==> src/rtl/nbs_pkg.sv <==
package nbs_pkg;
  typedef enum logic [1:0] {CYC_CMD, CYC_ADR, CYC_DWR, CYC_DRD} cyc_e;
  typedef enum logic [1:0] {S_IDLE, S_BUSY, S_DONE} st_e;

  localparam logic [7:0] OFS_CMD  = 8'h00;
  localparam logic [7:0] OFS_ADR  = 8'h04;
  localparam logic [7:0] OFS_DATA = 8'h08;
  localparam logic [7:0] OFS_BANK = 8'h30;
  localparam logic [7:0] OFS_CTRL = 8'h40;
  localparam logic [7:0] OFS_STAT = 8'h44;
  localparam logic [7:0] OFS_REV  = 8'h50;

  localparam int BSEL_LSB  = 24;
  localparam int READY_BIT = 24;
endpackage

==> src/rtl/nbs_sync.sv <==
module nbs_sync #(
  parameter int STAGES = 2
) (
  input  logic clk,
  input  logic rst_n,
  input  logic d,
  output logic q
);
  logic [STAGES-1:0] chain_q;

  always_ff @(posedge clk) begin
    if (!rst_n) chain_q <= '0;
    else        chain_q <= {chain_q[STAGES-2:0], d};
  end

  assign q = chain_q[STAGES-1];
endmodule

==> src/rtl/nbs_regs.sv <==
module nbs_regs
  import nbs_pkg::*;
#(
  parameter int          NBANK  = 4,
  parameter logic [31:0] REV_ID = 32'h0002_0601,
  localparam int         BS_W   = $clog2(NBANK)
) (
  input  logic             clk,
  input  logic             rst_n,
  input  logic             wr_en,
  input  logic [7:0]       addr,
  input  logic             wd_msb,
  input  logic [BS_W-1:0]  wd_bsel,
  input  logic             ready_sync,
  output logic [31:0]      rdata,
  output logic [NBANK-1:0] ce_n
);
  logic            park_q;
  logic [BS_W-1:0] bsel_q;
  logic [NBANK-1:0] ben_q;

  always_ff @(posedge clk) begin
    if (!rst_n) begin
      park_q <= 1'b1;
      bsel_q <= '0;
    end else if (wr_en && addr == OFS_CTRL) begin
      park_q <= wd_msb;
      bsel_q <= wd_bsel;
    end
  end

  for (genvar i = 0; i < NBANK; i++) begin : g_bank
    localparam logic [7:0] BOFS = OFS_BANK + 8'(4 * i);

    always_ff @(posedge clk) begin
      if (!rst_n)                     ben_q[i] <= 1'b0;
      else if (wr_en && addr == BOFS) ben_q[i] <= wd_msb;
    end

    assign ce_n[i] = !(!park_q && ben_q[i] && bsel_q == BS_W'(i));

    // a disabled bank never sees its chip enable asserted
    a_r9_disabled_bank_off: assert property (@(posedge clk) disable iff (!rst_n)
      !ben_q[i] |-> ce_n[i]);
  end

  always_comb begin
    rdata = '0;
    case (addr)
      OFS_CTRL: begin
        rdata[31] = park_q;
        rdata[BSEL_LSB +: BS_W] = bsel_q;
      end
      OFS_STAT: rdata[READY_BIT] = ready_sync;
      OFS_REV:  rdata = REV_ID;
      default: begin
        for (int i = 0; i < NBANK; i++)
          if (addr == OFS_BANK + 8'(4 * i)) rdata[31] = ben_q[i];
      end
    endcase
  end

  a_r8_park_all_off: assert property (@(posedge clk) disable iff (!rst_n)
    park_q |-> (&ce_n));
  a_r7_one_ce: assert property (@(posedge clk) disable iff (!rst_n)
    $onehot0(~ce_n));
endmodule

==> src/rtl/nbs_engine.sv <==
module nbs_engine
  import nbs_pkg::*;
#(
  parameter int WP = 3,
  parameter int WH = 2,
  localparam int MAXC = (WP > WH) ? WP : WH,
  localparam int CW   = $clog2(MAXC + 1)
) (
  input  logic        clk,
  input  logic        rst_n,
  input  logic        start,
  input  cyc_e        kind,
  input  logic [1:0]  nb_last,
  input  logic [31:0] wdata,
  output logic        busy,
  output logic        done,
  output logic [31:0] rdata,
  output logic        cle,
  output logic        ale,
  output logic        we_n,
  output logic        re_n,
  output logic [7:0]  io_o,
  output logic        io_oe,
  input  logic [7:0]  io_i
);
  logic          busy_q, low_q, done_q;
  logic [CW-1:0] cnt_q;
  logic [1:0]    idx_q, last_q;
  cyc_e          kind_q;
  logic [31:0]   sh_q;

  always_ff @(posedge clk) begin
    if (!rst_n) begin
      busy_q <= 1'b0;
      low_q  <= 1'b0;
      done_q <= 1'b0;
      cnt_q  <= '0;
      idx_q  <= '0;
      last_q <= '0;
      kind_q <= CYC_CMD;
      sh_q   <= '0;
    end else begin
      done_q <= 1'b0;
      if (!busy_q) begin
        if (start) begin
          busy_q <= 1'b1;
          low_q  <= 1'b1;
          cnt_q  <= '0;
          idx_q  <= '0;
          last_q <= nb_last;
          kind_q <= kind;
          sh_q   <= (kind == CYC_DWR) ? wdata : {wdata[7:0], 24'h0};
        end
      end else if (low_q) begin
        if (cnt_q == CW'(WP - 1)) begin
          low_q <= 1'b0;
          cnt_q <= '0;
          if (kind_q == CYC_DRD) sh_q <= {sh_q[23:0], io_i};
        end else begin
          cnt_q <= cnt_q + 1'b1;
        end
      end else begin
        if (cnt_q == CW'(WH - 1)) begin
          cnt_q <= '0;
          if (idx_q == last_q) begin
            busy_q <= 1'b0;
            done_q <= 1'b1;
          end else begin
            idx_q <= idx_q + 1'b1;
            low_q <= 1'b1;
            if (kind_q != CYC_DRD) sh_q <= {sh_q[23:0], 8'h00};
          end
        end else begin
          cnt_q <= cnt_q + 1'b1;
        end
      end
    end
  end

  assign busy  = busy_q;
  assign done  = done_q;
  assign rdata = sh_q;
  assign cle   = busy_q && kind_q == CYC_CMD;
  assign ale   = busy_q && kind_q == CYC_ADR;
  assign io_oe = busy_q && kind_q != CYC_DRD;
  assign we_n  = !(busy_q && low_q && kind_q != CYC_DRD);
  assign re_n  = !(busy_q && low_q && kind_q == CYC_DRD);
  assign io_o  = io_oe ? sh_q[31:24] : 8'h00;

  a_r5_strobes_exclusive: assert property (@(posedge clk) disable iff (!rst_n)
    !(!we_n && !re_n));
  a_r5_idle_strobes_high: assert property (@(posedge clk) disable iff (!rst_n)
    !busy_q |-> (we_n && re_n && !io_oe));
  a_r12_no_drive_on_read: assert property (@(posedge clk) disable iff (!rst_n)
    io_oe |-> re_n);
  a_r1_latch_exclusive: assert property (@(posedge clk) disable iff (!rst_n)
    !(cle && ale));
endmodule

==> src/rtl/nand_bus_seq.sv <==
module nand_bus_seq
  import nbs_pkg::*;
#(
  parameter int          NBANK       = 4,
  parameter int          WP_CYCLES   = 3,
  parameter int          WH_CYCLES   = 2,
  parameter int          SYNC_STAGES = 2,
  parameter logic [31:0] REV_ID      = 32'h0002_0601,
  localparam int         BS_W        = $clog2(NBANK)
) (
  input  logic             clk,
  input  logic             rst_n,
  input  logic             req_valid,
  output logic             req_ready,
  input  logic             req_write,
  input  logic [7:0]       req_addr,
  input  logic [31:0]      req_wdata,
  output logic [31:0]      req_rdata,
  output logic [NBANK-1:0] nand_ce_n,
  output logic             nand_cle,
  output logic             nand_ale,
  output logic             nand_we_n,
  output logic             nand_re_n,
  output logic [7:0]       nand_io_o,
  output logic             nand_io_oe,
  input  logic [7:0]       nand_io_i,
  input  logic             nand_rb_n
);
  st_e         st_q;
  logic        flash_go, reg_wr;
  cyc_e        go_kind;
  logic [1:0]  go_last;
  logic        eng_busy, eng_done, rb_sync;
  logic [31:0] eng_rdata, reg_rdata;

  always_comb begin
    flash_go = 1'b0;
    go_kind  = CYC_DRD;
    go_last  = 2'd0;
    if (req_addr == OFS_DATA) begin
      flash_go = 1'b1;
      go_kind  = req_write ? CYC_DWR : CYC_DRD;
      go_last  = 2'd3;
    end else if (req_write && req_addr == OFS_CMD) begin
      flash_go = 1'b1;
      go_kind  = CYC_CMD;
    end else if (req_write && req_addr == OFS_ADR) begin
      flash_go = 1'b1;
      go_kind  = CYC_ADR;
    end
  end

  wire idle_req = (st_q == S_IDLE) && req_valid;
  assign reg_wr = idle_req && !flash_go && req_write;

  always_ff @(posedge clk) begin
    if (!rst_n) st_q <= S_IDLE;
    else begin
      case (st_q)
        S_IDLE:  if (idle_req && flash_go) st_q <= S_BUSY;
        S_BUSY:  if (eng_done) st_q <= S_DONE;
        default: st_q <= S_IDLE;
      endcase
    end
  end

  assign req_ready = (st_q == S_DONE) || (idle_req && !flash_go);
  assign req_rdata = (st_q == S_DONE) ? eng_rdata : reg_rdata;

  nbs_sync #(.STAGES(SYNC_STAGES)) u_sync (
    .clk(clk), .rst_n(rst_n), .d(nand_rb_n), .q(rb_sync)
  );

  nbs_regs #(.NBANK(NBANK), .REV_ID(REV_ID)) u_regs (
    .clk(clk), .rst_n(rst_n), .wr_en(reg_wr), .addr(req_addr),
    .wd_msb(req_wdata[31]), .wd_bsel(req_wdata[BSEL_LSB +: BS_W]),
    .ready_sync(rb_sync), .rdata(reg_rdata), .ce_n(nand_ce_n)
  );

  nbs_engine #(.WP(WP_CYCLES), .WH(WH_CYCLES)) u_eng (
    .clk(clk), .rst_n(rst_n), .start(idle_req && flash_go), .kind(go_kind),
    .nb_last(go_last), .wdata(req_wdata), .busy(eng_busy), .done(eng_done),
    .rdata(eng_rdata), .cle(nand_cle), .ale(nand_ale), .we_n(nand_we_n),
    .re_n(nand_re_n), .io_o(nand_io_o), .io_oe(nand_io_oe), .io_i(nand_io_i)
  );

  a_r6_no_ack_while_busy: assert property (@(posedge clk) disable iff (!rst_n)
    eng_busy |-> !req_ready);
  a_r6_ack_after_done: assert property (@(posedge clk) disable iff (!rst_n)
    eng_done |=> req_ready);
endmodule

==> config.mk <==
export PLATFORM = sky130hd
export DESIGN_NAME = nand_bus_seq
export DESIGN_NICKNAME = d
export VERILOG_FILES = /design/src/rtl/nbs_pkg.sv /design/src/rtl/nbs_sync.sv /design/src/rtl/nbs_regs.sv /design/src/rtl/nbs_engine.sv /design/src/rtl/nand_bus_seq.sv
export SDC_FILE = /design/constraint.sdc
export NUM_CORES = 1
export LEC_CHECK = 0
export BUFFER_PORTS_ARGS = -buffer_cell sky130_fd_sc_hd__buf_4
export CAP_MARGIN = 10
export CORE_UTILIZATION = 50
export CTS_CLUSTER_DIAMETER = 40
export DETAILED_ROUTE_END_ITERATION = 10
export HOLD_SLACK_MARGIN = 0.15
export PLACE_DENSITY = 0.79
export SLEW_MARGIN = 20
export SYNTH_ARGS = -nofsm -noshare
export SYNTH_HDL_FRONTEND = slang
export SYNTH_SLANG_ARGS = --single-unit
==> constraint.sdc <==
create_clock -name clk -period 1.9 [get_ports clk]
set_input_delay 0.285 -clock clk [delete_from_list [all_inputs] [get_ports clk]]
set_output_delay 0.285 -clock clk [all_outputs]
set_load 0.005 [all_outputs]
==> results.sh, run 1 <==
export IMPL_area_delta_synth_final_pct=35.64
export IMPL_comb_power_share_pct=9.7
export IMPL_cp_top_family="simple AND/OR/NAND/NOR gates"
export IMPL_wl_per_cell_um=17.46
export IMPL_fin_cells=559
export IMPL_clk_latency_ns=0.31
export IMPL_grt_pass1_wl_mm=14.66
export IMPL_status="complete, no violations"
export IMPL_gp_congestion=0.9020
export IMPL_setup_worst_path_end_class="output pin"
export IMPL_cts_sinks=53
export IMPL_cts_buffers=5
export IMPL_io_buffers=102
export IMPL_synth_area_leaders="dfxtp_1 34%, a21oi_1 7.1%, and3_1 5.7%"
export IMPL_drc_errors=0
export IMPL_netlist_area_um2=3085
export IMPL_yosys_area_top_type_share_pct=34.39
export IMPL_first_pass_iters=5
export IMPL_synthArstFlopShare_pct=0
export IMPL_p_switching_uw=492.2
export IMPL_p_seq_share_pct=49.9
export IMPL_fp_dieArea_um2=6489
export IMPL_crit_type="primary input to output pin"
export IMPL_netlist_instances=383
export IMPL_tns_ns=0
export IMPL_pin_count=103
export IMPL_antenna_found_initial=0
export IMPL_layout_drive_gt1_share_pct=32.44
export IMPL_irDropWorstVdd_mv=0.3623
export IMPL_synth_avg_cell_area_um2=8.056
export IMPL_drtIter0Drc=223
export IMPL_place_inst=549
export IMPL_crit_top_cell="buf_4"
export IMPL_cts_root_buf="clkbuf_8"
export IMPL_coreArea_um2=5921
export IMPL_grt_usage_pct=29.33
export IMPL_fin_total_pwr_mw=2.249
export IMPL_synth_common_cells="53 x dfxtp_1, 44 x a21oi_1, 33 x nand2_1"
export IMPL_hp_start="nand_rb_n"
export IMPL_path_clk_slew_ns=0.10
export IMPL_syn_num_nets=436
export IMPL_p_clk_share_pct=40.5
export IMPL_diodes=0
export IMPL_ys_seq_area_share_pct=34.39
export IMPL_power_leakage_nw=1.784
export IMPL_cp_cell_sequence="buf_4 -> or4b_4 -> and4bb_2 -> a21o_1 -> buf_4"
export IMPL_worstHoldPathType="primary input to flop"
export IMPL_place_worst_setup_slack_ns=-0.2021
export IMPL_hpwl_mm=6.901
export IMPL_swShare_pct=21.88
export IMPL_setup_violations=0
export IMPL_crit_required_ns=1.62
export IMPL_start_util_pct=52.11
export IMPL_r2r_slack_ns=0.12
export IMPL_slew_limit_headroom_pct=54.00
export IMPL_htreeDepth=2
export IMPL_ant_nets=0
export IMPL_fin_crit_ns=1.870
export IMPL_cts_tree="built"
export IMPL_powerDensity_nw_per_um2=537.4
export IMPL_synth_edff_count=0
export IMPL_clock_path_buffers=2
export IMPL_cp_max_fo=4
export IMPL_cap_violations=0
export IMPL_grt_max_degree=33
export IMPL_grt_pass1_vias=3024
export IMPL_holdPathEnd="u_sync.chain_q[0]$_SDFF_PN0_"
export IMPL_synth_flop_cell="dfxtp_1"
export IMPL_hold_path_depth=2
export IMPL_critPathLaunchType="primary input"
export IMPL_final_max_slew_viol_count=0
export IMPL_finClkSkew_ns=0.004566
export IMPL_route_vias_total=3414
export IMPL_synth_cell_type_count=52
export IMPL_nets=536
export IMPL_via_per_inst=6.107
export IMPL_reg2reg_from="u_eng.idx_q[1]$_SDFFE_PN0P_"
export IMPL_reg2reg_to="u_eng.rdata[17]$_SDFFE_PN0P_"
export IMPL_crit_path_max_incr_delay_ns=0.54
export IMPL_crit_path_start="req_addr[7]"
export IMPL_yosysTopAreaCell="dfxtp_1"
export IMPL_arrival_ns=1.59
export IMPL_max_freq_mhz=534.6
export IMPL_die_w_um=80.56
export IMPL_r2r_cells=6
export IMPL_routed_wl_mm=9.758
export IMPL_grt_overflow_total=0
export IMPL_worst_path_max_delay_cell="or4b_4"
export IMPL_die_h_um=80.56
export IMPL_critPathBufInv=2
export IMPL_synth_warnings=0
export IMPL_worst_slack_ns=0.02952
export IMPL_finalHoldViolCount=0
export IMPL_period_share_pct=98.45
export IMPL_tightest_slew_ns=0.6892
export IMPL_synth_most_common_cell="dfxtp_1"
export IMPL_num_rows=28
export IMPL_p_int_mw=1.757
export IMPL_ys_ff_latch=53
## per-layer routing
| metal | global-route usage, % | wire, µm | vias up | part of all wire [%] |
|---|---|---|---|---|
| met2 | 50.08 | 4737 | 181 | 49 |
| met5 | 0 | 0 | - | 0 |
| met4 | 6.071 | 143 | 0 | 1.5 |
| met1 | 39.35 | 4069 | 1602 | 42 |
| met3 | 3.636 | 808 | 19 | 8.3 |
| li1 | - | - | 1612 | - |
## state kept, by name, indices dropped and copies added, names as in the netlist
signal and cells:
u_eng.low_q 1, u_eng.busy 1, u_eng.done 1, u_regs.ben_q 4
u_eng.kind_q 2, u_eng.cnt_q 2, u_eng.last_q 1, u_sync.chain_q 2
u_eng.idx_q 2, u_regs.bsel_q 2, st_q 2, u_eng.rdata 32
u_regs.park_q 1
## repair_timing
action / in CTS / in global routing
hold buffers: 0 / 0
endpoints found under the setup margin: 6 / 29
buffers inserted: 0 / 1
gates cloned: 0 / 1
resized for setup: 3 / 11
pin swaps: 2 / 5
## placed cells by master (no fill, tap or decap), types with 2 or more instances in the layout
master,netlist,layout
buf_4,5,124
dfxtp_1,53,51
a21oi_1,44,44
nand2_1,33,33
and3_1,28,28
a211oi_1,19,18
o21ai_0,15,15
nor3b_1,13,13
inv_1,12,12
nand3_1,13,12
mux2i_1,12,12
nor3_1,10,9
nand4_1,9,9
nand2b_1,8,8
a22oi_1,8,8
o221ai_1,8,8
nor2_1,8,7
o31ai_1,7,6
a21o_1,5,5
and2_1,6,5
clkbuf_8,0,5
nor2b_1,4,3
or2_2,2,2
nor3_2,1,2
and3b_1,2,2
nand3b_1,2,2
o211a_1,2,2
o211ai_1,2,2
bufinv_16,0,2
buf_6,2,2
buf_12,0,2
dfxtp_2,0,2
## cell type report
class,count,area [µm²]
clock inverters,3,65.06
fillers,491,1735
inverters,13,48.80
repair buffers,129,1001
well taps,75,93.84
clock buffers,5,68.82
multi-input cells,281,1844
flip-flops and latches,53,1064
## metrics by stage
stage | utilization, % | hold slack, ns | area (µm²)
detailed placement | 67.27 | 0.4351 | 3983
floorplan | - | 0.4101 | 3085
global placement | 67.27 | 0.4131 | 3983
global route | 70.69 | 0.1934 | 4185
finish | 70.69 | 0.1969 | 4185
CTS | 69.65 | 0.2010 | 4124
## worst register-to-register path: cells and delay by family (launching register included)
kind / cells / cell delay (ns)
flops: 1 / 0.36
buf+inv: 1 / 0.18
compound gates: 2 / 0.35
simple gates: 3 / 0.80
## power by group through the flow
stage               clock, mW  sequential (mW)  combinational, mW
finish                  0.910             1.12              0.218
detailed placement          0             1.15              0.208
CTS                     0.911             1.12              0.211
global route            0.968             1.12              0.231
global placement            0             1.15              0.205
floorplan                   0             1.14             0.0780
## kinds of logic after synthesis
group | synth area share [%]
multiplexers | 4.623
AND/OR/NAND/NOR | 28.99
AO/OA/AOI/OAI | 24.41
flip-flops | 34.39
XOR/XNOR | 0.2839
buffers and inverters | 7.299
## how the worst max path moves through the flow
| stage | endpoint | depth (start not counted) | slack, ns |
|---|---|---|---|
| after global routing | req_rdata[24] | 6 | -0.002 |
| final | req_rdata[10] | 5 | 0.03 |
| after global placement | req_rdata[17] | 5 | -0.09 |
| after CTS | req_rdata[31] | 6 | 0.003 |
| after detailed placement | u_eng.rdata[4]$_SDFFE_PN0P_ | 8 | -0.20 |
| after floorplan | req_rdata[31] | 4 | 0.12 |
Power figures use the tool's default switching activity.
==> run 2, diff against run 1 <==
- CORE_MARGIN: not set -> 1.5
- PLACE_DENSITY: 0.79 -> 0.75
- SYNTH_HIERARCHICAL: not set -> 1
==> results.sh, run 2 <==
export IMPL_status="complete, but fails checks"
export IMPL_violations="negative setup slack"
export IMPL_crit_required_ns=2.12
export IMPL_power_leakage_nw=2.477
export IMPL_synth_most_common_cell="dfxtp_1"
export IMPL_ant_nets=0
export IMPL_period_share_pct=108.8
export IMPL_irDropWorstVdd_mv=0.3285
export IMPL_synth_flop_cell="dfxtp_1"
export IMPL_synth_simple_gate_area_share_pct=26.25
export IMPL_powerDensity_nw_per_um2=398.3
export IMPL_hold_path_depth=2
export IMPL_htreeDepth=2
export IMPL_synth_cell_type_count=59
export IMPL_fp_dieArea_um2=9055
export IMPL_tightest_slew_ns=0.5417
export IMPL_crit_top_cell="buf_6"
export IMPL_max_freq_mhz=483.8
export IMPL_finalHoldViolCount=0
export IMPL_critPathLaunchType="primary input"
export IMPL_fin_crit_ns=2.067
export IMPL_top_layer="met4"
export IMPL_ys_seq_area_share_pct=25.46
export IMPL_synth_xor_area_share_pct=0.7661
export IMPL_cts_sinks=54
export IMPL_setup_violations=33
export IMPL_wl_per_cell_um=18.22
export IMPL_reg2reg_from="st_q[0]$_SDFFE_PN0P_"
export IMPL_drtIter0Drc=310
export IMPL_met2_length_mm=6.161
export IMPL_grt_pass1_vias=3900
export IMPL_fin_util_pct=69.21
export IMPL_synthMuxAreaShare_pct=10.93
export IMPL_via_per_inst=5.980
export IMPL_io_buffers=102
export IMPL_die_w_um=95.16
export IMPL_synth_area_leaders="dfxtp_1 25%, mux2_2 8.2%, a221oi_2 7.1%"
export IMPL_cp_max_fo=20
export IMPL_crit_path_max_incr_delay_ns=0.53
export IMPL_synth_compound_area_share_pct=26.19
export IMPL_critPathBufInv=2
export IMPL_cp_top_family="simple AND/OR/NAND/NOR gates"
export IMPL_grt_usage_pct=27.61
export IMPL_cts_buffers=5
export IMPL_gp_congestion=0.9165
export IMPL_hp_start="nand_rb_n"
export IMPL_cts_root_buf="clkbuf_8"
export IMPL_num_rows=33
export IMPL_cts_tree="built"
export IMPL_synthArstFlopShare_pct=0
export IMPL_synth_warnings=6
export IMPL_pin_count=103
export IMPL_fin_total_pwr_mw=2.265
export IMPL_route_vias_total=4180
export IMPL_start_util_pct=51.68
export IMPL_drt_met1_wl_mm=5.502
export IMPL_layout_common_cells="122 x buf_4, 47 x dfxtp_1, 45 x nand2_1"
export IMPL_r2r_slack_ns=0.12
export IMPL_largest_reg_flops=32
export IMPL_die_h_um=95.16
export IMPL_synth_edff_count=0
export IMPL_rsz0062_at_grt="true"
export IMPL_nets=646
export IMPL_fin_hold_ws_ns=0.1751
export IMPL_crit_type="primary input to flop"
export IMPL_layout_drive_gt1_share_pct=45.62
export IMPL_worstHoldPathType="primary input to flop"
export IMPL_cap_violations=0
export IMPL_worst_path_max_delay_cell="or4_4"
export IMPL_grt_pass1_wl_mm=19.52
export IMPL_setup_worst_path_end_class="flop"
export IMPL_netlist_area_um2=4247
export IMPL_path_clk_slew_ns=0.10
export IMPL_met3_length_um=770
export IMPL_arrival_ns=2.29
export IMPL_synth_common_cells="54 x dfxtp_1, 46 x nand2_1, 35 x nor2_1"
export IMPL_reg2reg_to="u_regs/ben_q[0]$_SDFFE_PN0P_"
export IMPL_diodes=0
export IMPL_holdPathEnd="u_sync/chain_q[0]$_SDFF_PN0_"
export IMPL_cp_cell_sequence="buf_6 -> or4_4 -> nor3_4 -> nand3b_1 -> nor2b_4 -> buf_6 -> a21oi_1 -> or2_4 -> a221oi_2"
export IMPL_mostFrequentLayoutCell="buf_4"
export IMPL_hpwl_mm=8.758
export IMPL_slew_limit_headroom_pct=63.88
export IMPL_clk_latency_ns=0.31
export IMPL_synth_top_family_by_area="simple AND/OR/NAND/NOR gates"
export IMPL_coreArea_um2=8217
export IMPL_clock_path_buffers=2
export IMPL_yosys_area_top_type_share_pct=25.46
export IMPL_grt_overflow_total=0
export IMPL_grt_max_degree=51
export IMPL_netlist_instances=481
export IMPL_yosysTopAreaCell="dfxtp_1"
export IMPL_first_pass_iters=5
export IMPL_synthAdderAreaFrac_pct=0
export IMPL_routed_wl_mm=12.73
export IMPL_worst_slack_ns=-0.1668
export IMPL_ys_ff_latch=54
export IMPL_place_worst_setup_slack_ns=-0.5960
export IMPL_synth_avg_cell_area_um2=8.829
export IMPL_r2r_cells=6
export IMPL_area_delta_synth_final_pct=33.91
export IMPL_final_max_slew_viol_count=0
export IMPL_antenna_found_initial=0
export IMPL_finClkSkew_ns=0.01121
export IMPL_drc_errors=0
==> run 2: cell types whose count changed after synthesis, sizes merged, moves of 11 or more <==
cell	delta
a311o	+24
a221oi	+24
and3	-18
nor2	+28
a21oi	-16
mux2	+33
a211oi	-11
or2	+13
buf	+40
o21ai	-13
nor2b	+30
nand2	+14
==> run 2: through the flow <==
step	cells	TNS (ns)	area [µm²]
global placement	677	-18.33	5234
detailed placement	677	-20.49	5234
floorplan	505	-10.83	4478
CTS	696	-5.505	5572
global route	699	-7.340	5687
finish	699	-4.051	5687
==> run 2: cell type report <==
cell class,count,area (µm²)
sequential,54,1090
fill,633,2530
clock buffer,7,76.32
timing repair buffer,149,1340
inverter,5,18.77
clock inverter,1,30.03
multi-input combinational,378,3000
tap,105,131.4
==> run 2: repair_timing <==
| item | 4_1_cts | 5_1_grt |
|---|---|---|
| setup buffers | 8 | 1 |
| gates resized for setup | 28 | 12 |
| setup endpoints to repair | 40 | 49 |
| cloned | 3 | 3 |
| pin swaps | 8 | 11 |
| hold buffers | 0 | 0 |
==> run 2: worst max path at each step <==
stage	end	depth (start not counted)	from	slack, ns
after floorplan	u_eng/rdata[24]$_SDFFE_PN0P_	9	req_addr[0]	-0.32
after global placement	u_eng/rdata[28]$_SDFFE_PN0P_	9	req_addr[0]	-0.56
after detailed placement	u_eng/rdata[28]$_SDFFE_PN0P_	9	req_addr[0]	-0.60
after CTS	u_eng/rdata[10]$_SDFFE_PN0P_	9	req_addr[0]	-0.19
after global routing	u_eng/rdata[10]$_SDFFE_PN0P_	9	req_addr[0]	-0.27
final	u_eng/rdata[10]$_SDFFE_PN0P_	9	req_addr[0]	-0.17
==> run 2: report_power, final <==
group	total (mW)	leakage (nW)	internal (mW)	switching (mW)
registers	1.15	0.439	1.14	0.00891
clock network	0.782	0.0524	0.395	0.386
logic	0.335	1.99	0.183	0.152
total	2.27	2.48	1.72	0.547
==> run 2: cells by family (layout without fill, tap and decap cells) <==
logic type | count (synthesis) | after routing
AOI/OAI and AO/OA | 114 | 114
xor gates and xnor gates | 2 | 2
buffers and inverters | 73 | 162
DFF | 54 | 54
muxes | 41 | 41
other | 1 | 25
and+or+nand+nor | 196 | 196
==> run 2: layer usage <==
| metal | GRT usage [%] | vias up |
|---|---|---|
| met1 | 36.87 | 1995 |
| met4 | 8.706 | 0 |
| met3 | 3.987 | 22 |
| met2 | 45.63 | 179 |
| met5 | 0 | - |
| li1 | - | 1984 |
==> run 3, diff against run 2 <==
- CORE_ASPECT_RATIO: not set -> 0.6
- PLACE_DENSITY: 0.75 -> 0.79
- SYNTH_HIERARCHICAL: 1 -> not set
==> results.sh, run 3 (synthesis results as in run 1) <==
export IMPL_status="complete, no violations"
export IMPL_arrival_ns=1.59
export IMPL_max_freq_mhz=533.4
export IMPL_cts_sinks=53
export IMPL_first_pass_iters=7
export IMPL_num_rows=21
export IMPL_tns_ns=0
export IMPL_clock_path_buffers=2
export IMPL_irDropWorstVdd_mv=0.2874
export IMPL_rsz0062_at_grt="false"
export IMPL_critPathLaunchType="primary input"
export IMPL_fin_crit_ns=1.875
export IMPL_grt_usage_pct=29.36
export IMPL_die_w_um=104.4
export IMPL_cap_violations=0
export IMPL_finClkSkew_ns=0.01030
export IMPL_crit_type="primary input to output pin"
export IMPL_finalHoldViolCount=0
export IMPL_critPathBufInv=2
export IMPL_antenna_found_initial=0
export IMPL_grt_overflow_total=0
export IMPL_regArea_um2=1065
export IMPL_via_per_inst=5.922
export IMPL_start_util_pct=53.62
export IMPL_crit_required_ns=1.62
export IMPL_hpwl_mm=7.298
export IMPL_grt_pass1_vias=3082
export IMPL_layout_drive_gt1_share_pct=32.03
export IMPL_period_share_pct=98.67
export IMPL_fillers=491
export IMPL_nets=539
export IMPL_power_leakage_nw=1.766
export IMPL_worstHoldPathType="primary input to flop"
export IMPL_fin_hold_ws_ns=0.1899
export IMPL_crit_path_max_incr_delay_ns=0.54
export IMPL_worst_path_max_delay_cell="or4b_4"
export IMPL_setup_worst_path_end_class="output pin"
export IMPL_clk_latency_ns=0.31
export IMPL_diodes=0
export IMPL_grt_pass1_wl_mm=15.56
export IMPL_mostFrequentLayoutCell="buf_4"
export IMPL_gp_congestion=0.9062
export IMPL_io_buffers=102
export IMPL_fp_dieArea_um2=6667
export IMPL_largest_reg_flops=32
export IMPL_drtIter0Drc=222
export IMPL_cts_hold_buf=0
export IMPL_grt_max_degree=42
export IMPL_htreeDepth=2
export IMPL_drc_errors=0
export IMPL_cp_top_family="simple AND/OR/NAND/NOR gates"
export IMPL_cp_max_fo=3
export IMPL_tightest_slew_ns=0.4928
export IMPL_slew_limit_headroom_pct=66.70
export IMPL_pin_count=103
export IMPL_area_delta_synth_final_pct=33.74
export IMPL_multi_input_area_um2=1827
export IMPL_cp_cell_sequence="buf_4 -> or4b_4 -> nor2_4 -> a32oi_1 -> o31ai_1 -> buf_4"
export IMPL_final_max_slew_viol_count=0
export IMPL_layout_common_cells="131 x buf_4, 50 x dfxtp_1, 44 x a21oi_1"
export IMPL_ant_nets=0
export IMPL_powerDensity_nw_per_um2=472.1
export IMPL_wl_per_cell_um=17.19
export IMPL_post_cts_buffers=0
export IMPL_coreArea_um2=5754
export IMPL_routed_wl_mm=9.749
export IMPL_cts_buffers=5
export IMPL_path_clk_slew_ns=0.08
export IMPL_cts_tree="built"
export IMPL_crit_top_cell="buf_4"
export IMPL_fin_total_pwr_mw=1.948
export IMPL_setup_violations=0
export IMPL_route_vias_total=3358
export IMPL_die_h_um=63.85
export IMPL_cts_root_buf="clkbuf_8"
## run 3: cell type report
type	instances	share of cell area (%)
Clock buffer	6	1.759
Multi-Input combinational cell	281	44.27
Tap cell	80	2.426
Timing Repair Buffer	132	24.32
Clock inverter	2	0.2426
Inverter	13	1.183
Sequential cell	53	25.80
## run 3: timing repair
item,in CTS,in global routing
pin swaps,2,1
resized for setup,2,6
endpoints found under the hold margin,0,0
setup endpoints to repair,7,37
## run 3: path summary, 6_finish.rpt
path | slack, ns | cells past startpoint | startpoint | to
worst max-delay path | 0.03 | 6 | req_addr[7] | req_rdata[31]
worst min-delay path | 0.19 | 2 | nand_rb_n | u_sync.chain_q[0]$_SDFF_PN0_
worst max register to register | 0.12 | 6 | u_eng.idx_q[1]$_SDFFE_PN0P_ | u_eng.rdata[5]$_SDFFE_PN0P_
worst min register to register | 0.44 | 2 | u_eng.done$_SDFF_PP0_ | st_q[1]$_SDFFE_PN0P_
## run 3: power by group
group / switching, mW / leakage, nW / internal (mW) / total [mW]
sequential: 0.00481 / 0.429 / 1.12 / 1.12
combinational: 0.0977 / 1.29 / 0.109 / 0.207
clock: 0.364 / 0.0450 / 0.257 / 0.620
total: 0.466 / 1.77 / 1.48 / 1.95
## run 3: routing by layer
metal  track usage [%]  share of wire [%]
met1             41.57                 47
met2             45.48                 44
met3             5.816                8.9
met4             7.986               0.93
met5                 0                  0
## run 3: through the flow
step	worst slack (ns)	instance area (µm²)	utilization, %	instances
finish	0.02523	4126	71.71	567
floorplan	0.1153	3085	-	383
detailed placement	-0.2243	4014	69.75	559
global placement	-0.1296	4014	69.75	559
CTS	0.0004005	4103	71.30	567
global route	0.005677	4126	71.71	567
